$ cat src/rtl/byte_xchg_port.sv
module byte_xchg_port #(
  parameter int DW = 8
) (
  input  logic          clk,
  input  logic          rst_n,
  input  logic          bus_wr,
  input  logic          bus_rd,
  input  logic [1:0]    bus_addr,
  input  logic [DW-1:0] bus_wdata,
  output logic [DW-1:0] bus_rdata,
  input  logic [DW-1:0] key_byte,
  output logic [DW-1:0] led_byte
);
  localparam logic [1:0] OFS_CTRL = 2'd0;
  localparam logic [1:0] OFS_STAT = 2'd1;
  localparam logic [1:0] OFS_DATA = 2'd2;
  localparam int DONE_BIT = DW - 1;

  logic [DW-1:0] ctrl_q, data_q, led_q;
  logic          done_q;
  logic          rd_acc, wr_ctrl, wr_data, rd_stat, xchg_ok;
  logic [DW-1:0] stat_val;

  assign rd_acc   = bus_rd & ~bus_wr;
  assign wr_ctrl  = bus_wr & (bus_addr == OFS_CTRL);
  assign wr_data  = bus_wr & (bus_addr == OFS_DATA);
  assign rd_stat  = rd_acc & (bus_addr == OFS_STAT);
  assign xchg_ok  = wr_data & ~done_q;
  assign stat_val = {done_q, {(DW-1){1'b0}}};
  assign led_byte = led_q;

  always_ff @(posedge clk) begin
    if (!rst_n) begin
      ctrl_q <= '0;
      data_q <= '0;
      led_q  <= '0;
      done_q <= 1'b0;
    end else begin
      if (wr_ctrl) ctrl_q <= bus_wdata;
      if (xchg_ok) begin
        led_q  <= bus_wdata;
        data_q <= key_byte;
        done_q <= 1'b1;
      end else if (wr_data) begin
        data_q <= bus_wdata;
      end else if (rd_stat) begin
        done_q <= 1'b0;
      end
    end
  end

  always_comb begin
    bus_rdata = '0;
    if (rd_acc) begin
      unique case (bus_addr)
        OFS_CTRL: bus_rdata = ctrl_q;
        OFS_STAT: bus_rdata = stat_val;
        OFS_DATA: bus_rdata = data_q;
        default:  bus_rdata = '0;
      endcase
    end
  end

  AST_XCHG_LOADS: assert property (@(posedge clk) disable iff (!rst_n) (bus_wr && bus_addr == OFS_DATA && !done_q) |=> (led_byte == $past(bus_wdata) && data_q == $past(key_byte) && done_q));
  AST_BLOCKED_KEEPS_LED: assert property (@(posedge clk) disable iff (!rst_n) (bus_wr && bus_addr == OFS_DATA && done_q) |=> ($stable(led_byte) && done_q && data_q == $past(bus_wdata)));
  AST_STAT_READ_CLEARS: assert property (@(posedge clk) disable iff (!rst_n) (bus_rd && !bus_wr && bus_addr == OFS_STAT) |=> !done_q);
  AST_DATA_READ_QUIET: assert property (@(posedge clk) disable iff (!rst_n) (bus_rd && !bus_wr && bus_addr == OFS_DATA) |=> ($stable(data_q) && $stable(done_q)));
  AST_LED_HELD: assert property (@(posedge clk) disable iff (!rst_n) !(bus_wr && bus_addr == OFS_DATA && !done_q) |=> $stable(led_byte));
  AST_FLAG_ONLY_BY_WRITE: assert property (@(posedge clk) disable iff (!rst_n) $rose(done_q) |-> $past(bus_wr && bus_addr == OFS_DATA));
  AST_IDLE_READ_ZERO: assert property (@(posedge clk) disable iff (!rst_n) !bus_rd |-> bus_rdata == '0);
  AST_STATUS_LOW_BITS: assert property (@(posedge clk) disable iff (!rst_n) (bus_rd && !bus_wr && bus_addr == OFS_STAT) |-> bus_rdata[DW-2:0] == '0);
endmodule

$ cat config.mk
export PLATFORM = sky130hd
export DESIGN_NAME = byte_xchg_port
export DESIGN_NICKNAME = d
export VERILOG_FILES = /design/src/rtl/byte_xchg_port.sv
export SDC_FILE = /design/constraint.sdc
export NUM_CORES = 1
export LEC_CHECK = 0
export BUFFER_PORTS_ARGS = -buffer_cell sky130_fd_sc_hd__buf_4
export CAP_MARGIN = 20
export CORE_MARGIN = 4
export CORE_UTILIZATION = 30
export DETAILED_ROUTE_END_ITERATION = 8
export MAX_ROUTING_LAYER = met4
export RECOVER_POWER = 25
export SLEW_MARGIN = 20
export SYNTH_ARGS = -nofsm -noshare
export SYNTH_HDL_FRONTEND = slang
export SYNTH_SLANG_ARGS = --single-unit
$ cat constraint.sdc
create_clock -name clk -period 1.3 [get_ports clk]
set_input_delay 0.26 -clock clk [delete_from_list [all_inputs] [get_ports clk]]
set_output_delay 0.26 -clock clk [all_outputs]
set_load 0.02 [all_outputs]
# --- After elaboration in Yosys (flattened, before gate mapping) ---
# Index checks and enable logic that the tools add are counted.
op_classes:
  n_eq_ne: 3
  muxes: 7
  bitwise: 7
  reduce_logical: 4
op_table:
  columns: ["op", "n"]
  rows:
  - ["8-bit 2-to-1 mux", 3]
  - ["8-bit one-hot mux with 3 select lines", 1]
  - ["1-bit AND", 5]
  - ["2-bit nonzero test", 2]
  - ["1-bit 2-to-1 mux", 3]
  - ["2-bit by 1-bit equality test with 1-bit output, second input constant", 1]
  - ["2-bit equality test, second input constant", 1]
  - ["2-bit logical NOT", 1]
  - ["2-bit by 1-bit != test with 1-bit output, second input constant", 1]
  - ["1-bit NOT", 2]
  - ["2-bit AND reduction", 1]
totals:
  reg_bits: 25
  in_bits: 22
  output_inout_bits: 16
  elab_cells: 25

# --- Longest topological paths before layout ---
# Gate-level depths: netlist (run 1).
logic_depth:
  word_depth: 6
  depth_mapped: 5
  depth_no_buf: 3

# --- Least setup slack after synthesis (run 1) ---
# No wires, ideal clock.
synth_timing:
  path_kind: "register to output"
  startpoint: "register done_q"
  endpoint: "output bus_rdata[7]"
  arrival_ns: 1.210
  t_required_ns: 1.040
  slack_ns: -0.170
  path_stages_with_launch: 4
  path_buffers: 1
  cell_sequence: "dfxtp_1 > buf_2 > nand2_1 > o32ai_1"
synth_via:
  elab_chain_len: 2
synth_lines:
  columns: ["element", "line", "text"]
  rows:
  - ["start, declared", "20", "logic done_q;"]
  - ["start signal, assigned", "37", "done_q <= 1'b0;"]
  - ["start signal, assigned", "43", "done_q <= 1'b1;"]
  - ["start signal, assigned", "47", "done_q <= 1'b0;"]
  - ["8-bit one-hot mux with 3 select lines", "55", "unique case (bus_addr)"]
  - ["8-bit 2-to-1 mux", "54", "if (rd_acc) begin"]
  - ["end, declared", "10", "output logic [DW-1:0] bus_rdata,"]
# No other way between the ends.

# --- Worst setup path after layout (run 1) ---
layout_timing:
  startpoint: "input bus_wr"
  endpoint: "output bus_rdata[7]"
layout_via:
  elab_chain_len: 3
layout_lines:
  columns: ["element", "line", "text"]
  rows:
  - ["start, declared", "6", "input logic bus_wr,"]
  - ["1-bit NOT", "24", "assign rd_acc = bus_rd & ~bus_wr;"]
  - ["1-bit AND", "24", null]
  - ["8-bit 2-to-1 mux", "54", null]
# No other way between the ends.

==> flow_summary.toml, run 1 <==
[run_status]
status = "finished with violations"
violations = "negative setup slack"

[yosys]
ys.warnings.count = 0
synth.area.top_cells = "dfxtp_1, mux2i_1, nand2_1, nand3_1, o211a_1"
syn_nets = 158
synth_top_area_share_pct = 42.3
yosysUniqueCellTypes = 19
synth_top_area_cell = "dfxtp_1"
synth_edf_count = 0
ys_seq_area_share_pct = 42.3
syn_avg_cell_area_um2 = 8.69
syn_inst = 136
netlist_area_mm2 = 0.00118
synth_ff_type = "dfxtp_1"
synthArstFlopShare_pct = 0
ys_seq_elements = 25

[critical_path]
cp_max_fo = 8
path_cells = "buf_6 -> nand2b_4 -> or2_4 -> o32ai_2 -> buf_4"
startpoint = "bus_wr"
r2r-start = "done_q$_SDFFE_PN0P_"
path_class = "input pin to output port"
crit_slowest_cell = "or2_4"
endpoint_kind = "output port"
crit_arrival_ps = 1070
critPathLaunchType = "input pin"
cp.required_ps = 1040
cpPeakStageDelay_ps = 300

[power]
cellPowerDensity_mw_per_mm2 = 916
max-vdd-ir-drop_mv = 0.438
p_leak_nw = 0.745

[global_routing]
track_usage_pct = 11.8
overflow = 0
grt_max_degree = 42
first_global_vias = 984
grt_pass1_wl_um = 4620
antenna_found_initial = 0

[sta]
period_share_pct = 102
hold_viol_final = 0
tightest_slew_ps = 391
worst_slack_ps = -25.8
drv_slew = 0
fin_crit_ps = 1330
setup_viol = 6
whs_ps = 237
fmax_mhz = 754
rsz0062_at_grt = "yes"
slew-limit-headroom_pct = 74.0
finalClockSkew_ps = 1.26

[clock_network]
cts_root_buf = "clkbuf_8"
h-tree-depth = 1
cts_tree = "yes"
numCtsBuffers = 3
numClockSinks = 25
cts_hold_buffers = 0
clkLatencyLatePin_ps = 260
path_clk_slew_ps = 80
clock_path_buffers = 2

[drt]
antenna_left = 0
drc = 0
drt_iter0_drc = 51
avgRoutedWirePerCell_um = 13.2
dr_total_vias = 1084
wl_um = 2920
vias_per_cell = 4.90
dr.pass1.iters = 5

[layout]
mostFrequentLayoutCell = "buf_4"
fin_util_pct = 43.8
area_delta_synth_final_pct = 38.7
final_cell_mix = "buf_4, nand2_1, dfxtp_1"
final_nets = 196
multi_input_area_um2 = 637
fill_cells = 379
layout-drive-gt1-share_pct = 35.3
regArea_um2 = 504
num_antenna_cells = 0

[placement]
portBuffers = 37
gp_congestion = 0.742
dpl.hpwl_um = 2090

[worst_hold_path]
hold_class = "input pin to register"
hp-start = "bus_wdata[7]"

[floorplan]
die_w_um = 70.8
rows = 22
die_area_mm2 = 0.00501
floorplan.initialDensity_pct = 31.6
io_pins = 38
fp.dieH_um = 70.8
coreArea_mm2 = 0.00374

[job]
maxCapViolations = 0
report_power, final:
part           internal (mW)  leakage, nW  switching (mW)  total [mW]
Clock                  0.219       0.0228           0.224       0.443
Combinational          0.125        0.518           0.124       0.249
Sequential             0.795        0.204          0.0159       0.811
critical path: cells and delay by family:
family                 cells  cell delay, ps
and+or+nand+nor            2             430
AOI/OAI and AO/OA          1             110
buffers and inverters      2             270
per-stage QoR:
step	cells	worst slack (ps)	setup TNS, ps	power, mW	area (µm²)
after floorplan	136	-49.5	-394	0.962	1210
after detailed placement	216	-182	-1340	1.07	1550
after CTS	220	-71.1	-259	1.52	1610
after global placement	216	-168	-1240	1.06	1550
final	221	-25.8	-75.3	1.50	1640
after global routing	221	-63.8	-354	1.58	1640
cell usage after synthesis, types with 4 or more instances:
library cell	n
nand2_1	26
mux2i_1	16
o211a_1	8
dfxtp_1	25
nor2_1	7
buf_6	4
nand3_1	16
buf_2	5
o21ai_0	5
clkbuf_1	4
o21ai_1	12
final cells by class:
| class | count | share of cell area (%) |
|---|---|---|
| clock buffers | 4 | 2.75 |
| multi-input cells | 98 | 38.8 |
| flip-flops and latches | 25 | 30.7 |
| well taps | 48 | 3.66 |
| repair buffers | 46 | 24.0 |
cell families (layout without fill, tap and decap cells):
kind of cell           after synthesis  count (layout)  synth area share, %
AO/OA/AOI/OAI                       28              28                 15.8
buffers and inverters               13              50                 7.19
flip-flops                          25              25                 42.3
multiplexers                        16              16                 13.5
AND/OR/NAND/NOR                     54              54                 21.2
path summary, 6_finish.rpt:
path | cells past startpoint | end | slack [ps]
max reg2reg | 5 | data_q[6]$_SDFFE_PN0P_ | 170
min | 3 | ctrl_q[7]$_SDFFE_PN0P_ | 240
min reg2reg | 2 | ctrl_q[5]$_SDFFE_PN0P_ | 460
max | 5 | bus_rdata[7] | -30
routing by layer:
metal	track usage (%)	wire length [µm]
met2	17.8	1380
met4	4.38	26
met3	2.41	176
met5	-	0
met1	15.7	1330
what timing repair did:
item	4_1_cts	5_1_grt
gates resized for setup	6	6
setup buffers	0	1
endpoints found under the setup margin	8	8
pin swaps	2	3
registers in the layout, summed over array words and instances (netlist names):
signal and cells:
led_byte 8, done_q 1, ctrl_q 8, data_q 8
No activity file was read; power rests on OpenSTA's default activity.
==> inputs of run 2 (changes only) <==
--- a/config.mk
+++ b/config.mk
@@ -12,6 +12,7 @@
 export DETAILED_ROUTE_END_ITERATION = 8
 export MAX_ROUTING_LAYER = met4
 export RECOVER_POWER = 25
+export SETUP_SLACK_MARGIN = 0.2
 export SLEW_MARGIN = 20
 export SYNTH_ARGS = -nofsm -noshare
 export SYNTH_HDL_FRONTEND = slang
==> run 2 against run 1 <==
Effect of this change:
- the flow still finishes with violations (negative setup slack)
- count of clock-buffer cells in the layout fell by 1
- non-clock buffer count is 5 higher
- sequential share of layout area fell by 3.3 points
- clock power up 3%
- power up 4.3%
- critical path depth unchanged
- global-route usage rose by 0.88 points
- sequential cell count unchanged
- die area is the same
==> flow_summary.toml, run 2 (synthesis results as in run 1) <==
[critical_path]
path_class = "input pin to output port"
cp_top_family = "simple AND/OR/NAND/NOR gates"
crit_slowest_cell = "or2_4"
cpPeakStageDelay_ps = 330
path_cells = "buf_6 -> nand2b_4 -> or2_4 -> o32ai_4 -> buf_6"
r2r-start = "done_q$_SDFFE_PN0P_"
cp.required_ps = 1040
critPathLaunchType = "input pin"
cpMostUsedCell = "buf_6"
cp_max_fo = 8
endpoint_kind = "output port"
crit_arrival_ps = 1090
ff2ff_path_depth = 5
reg2reg_slack_ps = 100
path_buf_inv = 2
worstReg2RegEnd = "led_byte[4]$_SDFFE_PN0P_"

[worst_hold_path]
holdPathEnd = "ctrl_q[7]$_SDFFE_PN0P_"
worstHoldPathCells = 3
hp-start = "bus_wdata[7]"
hold_class = "input pin to register"

[sta]
rsz0062_at_grt = "yes"
whs_ps = 233
worst_slack_ps = -46.9
setup_tns_ps = -191
fmax_mhz = 742
period_share_pct = 104
setup_viol = 8
hold_viol_final = 0
drv_slew = 0
slew-limit-headroom_pct = 70.3
finalClockSkew_ps = 6.37
fin_crit_ps = 1350
tightest_slew_ps = 445

[clock_network]
clock_path_buffers = 2
h-tree-depth = 1
cts_root_buf = "clkbuf_8"
cts_hold_buffers = 0
numClockSinks = 25
numCtsBuffers = 3
cts_tree = "yes"
clkLatencyLatePin_ps = 270
path_clk_slew_ps = 90

[layout]
final_nets = 201
final_cell_count_no_fill = 226
num_antenna_cells = 0
layout-drive-gt1-share_pct = 45.5
final_cell_mix = "buf_4, nand2_1, dfxtp_1"
fin_util_pct = 49.0
mostFrequentLayoutCell = "buf_4"
area_delta_synth_final_pct = 55.2
final_area_mm2 = 0.00184

[global_routing]
track_usage_pct = 12.7
overflow = 0
grt_max_degree = 42
antenna_found_initial = 0
grt_pass1_wl_um = 4970
first_global_vias = 1051

[floorplan]
floorplan.initialDensity_pct = 31.6
coreArea_mm2 = 0.00374
io_pins = 38
fp.dieH_um = 70.8
rows = 22
die_w_um = 70.8
die_area_mm2 = 0.00501

[placement]
dpl_cell_area_mm2 = 0.00160
portBuffers = 37
place_inst = 216
dpl.hpwl_um = 2100
gp_congestion = 0.705

[power]
max-vdd-ir-drop_mv = 0.475
cellPowerDensity_mw_per_mm2 = 854
p_leak_nw = 0.771

[drt]
dr.pass1.iters = 4
dr_total_vias = 1096
drt_iter0_drc = 35
vias_per_cell = 4.85
avgRoutedWirePerCell_um = 13.8
drc = 0
wl_um = 3130
antenna_left = 0

[run_status]
status = "finished with violations"
violations = "negative setup slack"

[job]
maxCapViolations = 0
run 2: cell types whose count changed in the layout (fill, tap and decap cells not counted), sizes merged:
cell    delta
buf        +1
clkinv     +1
clkbuf     +3
run 2: worst reg2reg max path, cell delays in order, from the launching register on:
cell      delay [ps]
dfxtp_2          340
buf_6            120
and4bb_4         350
buf_12           150
nand3_2           70
o21ai_1           90
run 2: cell type report:
class | instances | area, µm²
fillers | 380 | 1910
multi-input cells | 98 | 757
flip-flops and latches | 25 | 504
repair buffers | 51 | 468
well taps | 48 | 60.1
clock buffers | 3 | 41.3
clock inverters | 1 | 5.00
run 2: power by group:
part	switching, mW	total, mW	internal (mW)
Sequential	0.0181	0.815	0.797
Combinational	0.147	0.296	0.149
Clock	0.241	0.455	0.214
Total	0.406	1.57	1.16
run 2: worst max path at each step:
stage / from / endpoint / slack, ps / cells past startpoint
after global routing: bus_wr / bus_rdata[7] / -70 / 5
after global placement: bus_wr / bus_rdata[7] / -120 / 5
after detailed placement: bus_wr / bus_rdata[7] / -130 / 5
after CTS: bus_wr / bus_rdata[7] / -60 / 5
final: bus_wr / bus_rdata[7] / -50 / 5
after floorplan: bus_wr / bus_rdata[7] / 70 / 4
run 2: repair_timing:
item / 4_1_cts / 5_1_grt
pin swaps: 11 / 8
setup endpoints to repair: 11 / 21
buffers inserted: 3 / 2
gates cloned: 0 / 1
gates resized for setup: 21 / 15
run 2: through the flow:
step / power, mW / worst slack, ps
4_1_cts: 1.56 / -62.0
3_5_place_dp: 1.09 / -128
5_1_grt: 1.65 / -69.0
3_3_place_gp: 1.08 / -120
6_report: 1.57 / -46.9
2_1_floorplan: 0.981 / 74.8
run 2: routing by layer:
metal	share of wire [%]	vias to the layer above	track usage, %
met4	0.51	0	4.38
met2	50	22	20.2
li1	-	556	-
met1	46	516	16.2
met5	0	-	-
met3	3.6	2	2.41
==> inputs of run 3 (changes only) <==
--- a/config.mk
+++ b/config.mk
@@ -11,6 +11,7 @@
 export CORE_UTILIZATION = 30
 export DETAILED_ROUTE_END_ITERATION = 8
 export MAX_ROUTING_LAYER = met4
+export PLACE_DENSITY = 0.57
 export RECOVER_POWER = 25
 export SETUP_SLACK_MARGIN = 0.2
 export SLEW_MARGIN = 20
==> run 3 against run 2 <==
Effect of this change:
- sequential cell count did not move
- worst setup slack got worse by 14 ps
- the flow still finishes with violations (negative setup slack)
- via count fell by 2.6%
- sequential share of layout area rose by 1.8 points
- largest power group unchanged
- sequential power barely moved
- combinational power fell by 12%
- core utilization fell by 3.3 points
- highest routed layer unchanged
- die area did not move
==> flow_summary.toml, run 3 (synthesis results as in run 1) <==
[sta]
finalClockSkew_ps = 5.05
drv_slew = 0
tightest_slew_ps = 406
setup_tns_ps = -89.0
hold_viol_final = 0
fmax_mhz = 735
rsz0062_at_grt = "yes"
worst_slack_ps = -61.2
period_share_pct = 105
fin_crit_ps = 1360
setup_viol = 4
slew-limit-headroom_pct = 72.9

[placement]
preCtsSetupSlack_ps = -107
place_inst = 216
dpl.hpwl_um = 2080
portBuffers = 37
gp_congestion = 0.738

[clock_network]
numClockSinks = 25
cts_root_buf = "clkbuf_8"
h-tree-depth = 1
clock_path_buffers = 2
cts_tree = "yes"
path_clk_slew_ps = 100
clkLatencyLatePin_ps = 270
numCtsBuffers = 3
cts_hold_buffers = 0

[global_routing]
overflow = 0
first_global_vias = 1055
track_usage_pct = 12.4
grt_max_degree = 42
grt_pass1_wl_um = 4980
antenna_found_initial = 0

[critical_path]
cp_max_fo = 8
reg2reg_slack_ps = 250
worstReg2RegEnd = "led_byte[4]$_SDFFE_PN0P_"
startpoint = "bus_wr"
r2r-start = "done_q$_SDFFE_PN0P_"
crit_arrival_ps = 1100
endpoint_kind = "output port"
ff2ff_path_depth = 4
critPathLaunchType = "input pin"
path_class = "input pin to output port"
cp.required_ps = 1040

[layout]
final_cell_mix = "buf_4, nand2_1, dfxtp_1"
mostFrequentLayoutCell = "buf_4"
num_antenna_cells = 0
layout-drive-gt1-share_pct = 38.7
final_cell_count_no_fill = 221
area_delta_synth_final_pct = 44.9
final_nets = 196

[power]
p_leak_nw = 0.747
p_int_mw = 1.15
p_clk_share_pct = 31.2
max-vdd-ir-drop_mv = 0.465
cellPowerDensity_mw_per_mm2 = 912
p_comb_share_pct = 16.7
pwr-share-seq_pct = 52.1
netSwitchingFraction_pct = 26.4
power.switching_uw = 412

[floorplan]
floorplan.initialDensity_pct = 31.6
die_area_mm2 = 0.00501
fp.dieH_um = 70.8
die_w_um = 70.8
rows = 22
coreArea_mm2 = 0.00374
io_pins = 38

[drt]
avgRoutedWirePerCell_um = 13.0
drt_iter0_drc = 16
wl_um = 2880
dr.pass1.iters = 4
drc = 0
antenna_left = 0
dr_total_vias = 1068
vias_per_cell = 4.83

[run_status]
status = "finished with violations"
violations = "negative setup slack"

[worst_hold_path]
worstHoldPathCells = 3
holdPathEnd = "ctrl_q[0]$_SDFFE_PN0P_"
hp-start = "bus_wdata[0]"
hold_class = "input pin to register"

[job]
maxCapViolations = 0
-- run 3: changes by cell type in the layout (fill, tap and decap cells not counted), moves of 2 or more --
cell,previous run,this run
nand3_1,8,13
buf_6,13,9
nand3_2,7,3
buf_4,30,33
clkbuf_1,3,1
dfxtp_1,22,24
dfxtp_2,3,1
mux2i_1,13,15
-- run 3: worst max-delay path by stage --
stage	end	depth (start not counted)
after floorplan	bus_rdata[7]	4
after global placement	bus_rdata[7]	5
after detailed placement	bus_rdata[7]	5
after CTS	bus_rdata[7]	5
after global routing	bus_rdata[7]	5
final	bus_rdata[7]	5
-- run 3: layout make-up --
type	instances	area [µm²]
well taps	48	60.1
fillers	385	2030
repair buffers	46	398
flip-flops and latches	25	502
clock inverters	1	8.76
clock buffers	3	41.3
multi-input cells	98	703
-- run 3: timing repair --
action / CTS / global route
pin swaps: 3 / 3
resized for setup: 10 / 6
setup buffers: 1 / 0
endpoints found under the setup margin: 9 / 14
-- run 3: layer usage --
layer	vias to the layer above	track usage (%)	routed length, µm
met4	0	3.13	17
met1	503	16.1	1380
li1	548	-	-
met2	15	19.7	1400
met5	-	-	0
met3	2	2.70	83
-- run 3: worst max-delay path, stage by stage --
cell and delay [ps]:
buf_6 90, nand2b_4 130, or2_4 330, o32ai_4 150
buf_6 150
-- run 3: per-stage QoR --
step / power [mW] / cell area [µm²] / utilization [%] / hold WS [ps]
after global placement: 1.08 / 1600 / 42.8 / 435
after CTS: 1.58 / 1690 / 45.3 / 219
after floorplan: 0.981 / 1280 / - / 347
after detailed placement: 1.09 / 1600 / 42.8 / 444
final: 1.56 / 1710 / 45.8 / 223
after global routing: 1.65 / 1710 / 45.8 / 223
-- run 3: power groups by stage --
stage	clock [mW]	sequential (mW)	combinational (mW)
after floorplan	0	0.837	0.144
after global placement	0	0.829	0.252
after detailed placement	0	0.830	0.256
after CTS	0.504	0.813	0.263
after global routing	0.542	0.817	0.286
final	0.487	0.813	0.261
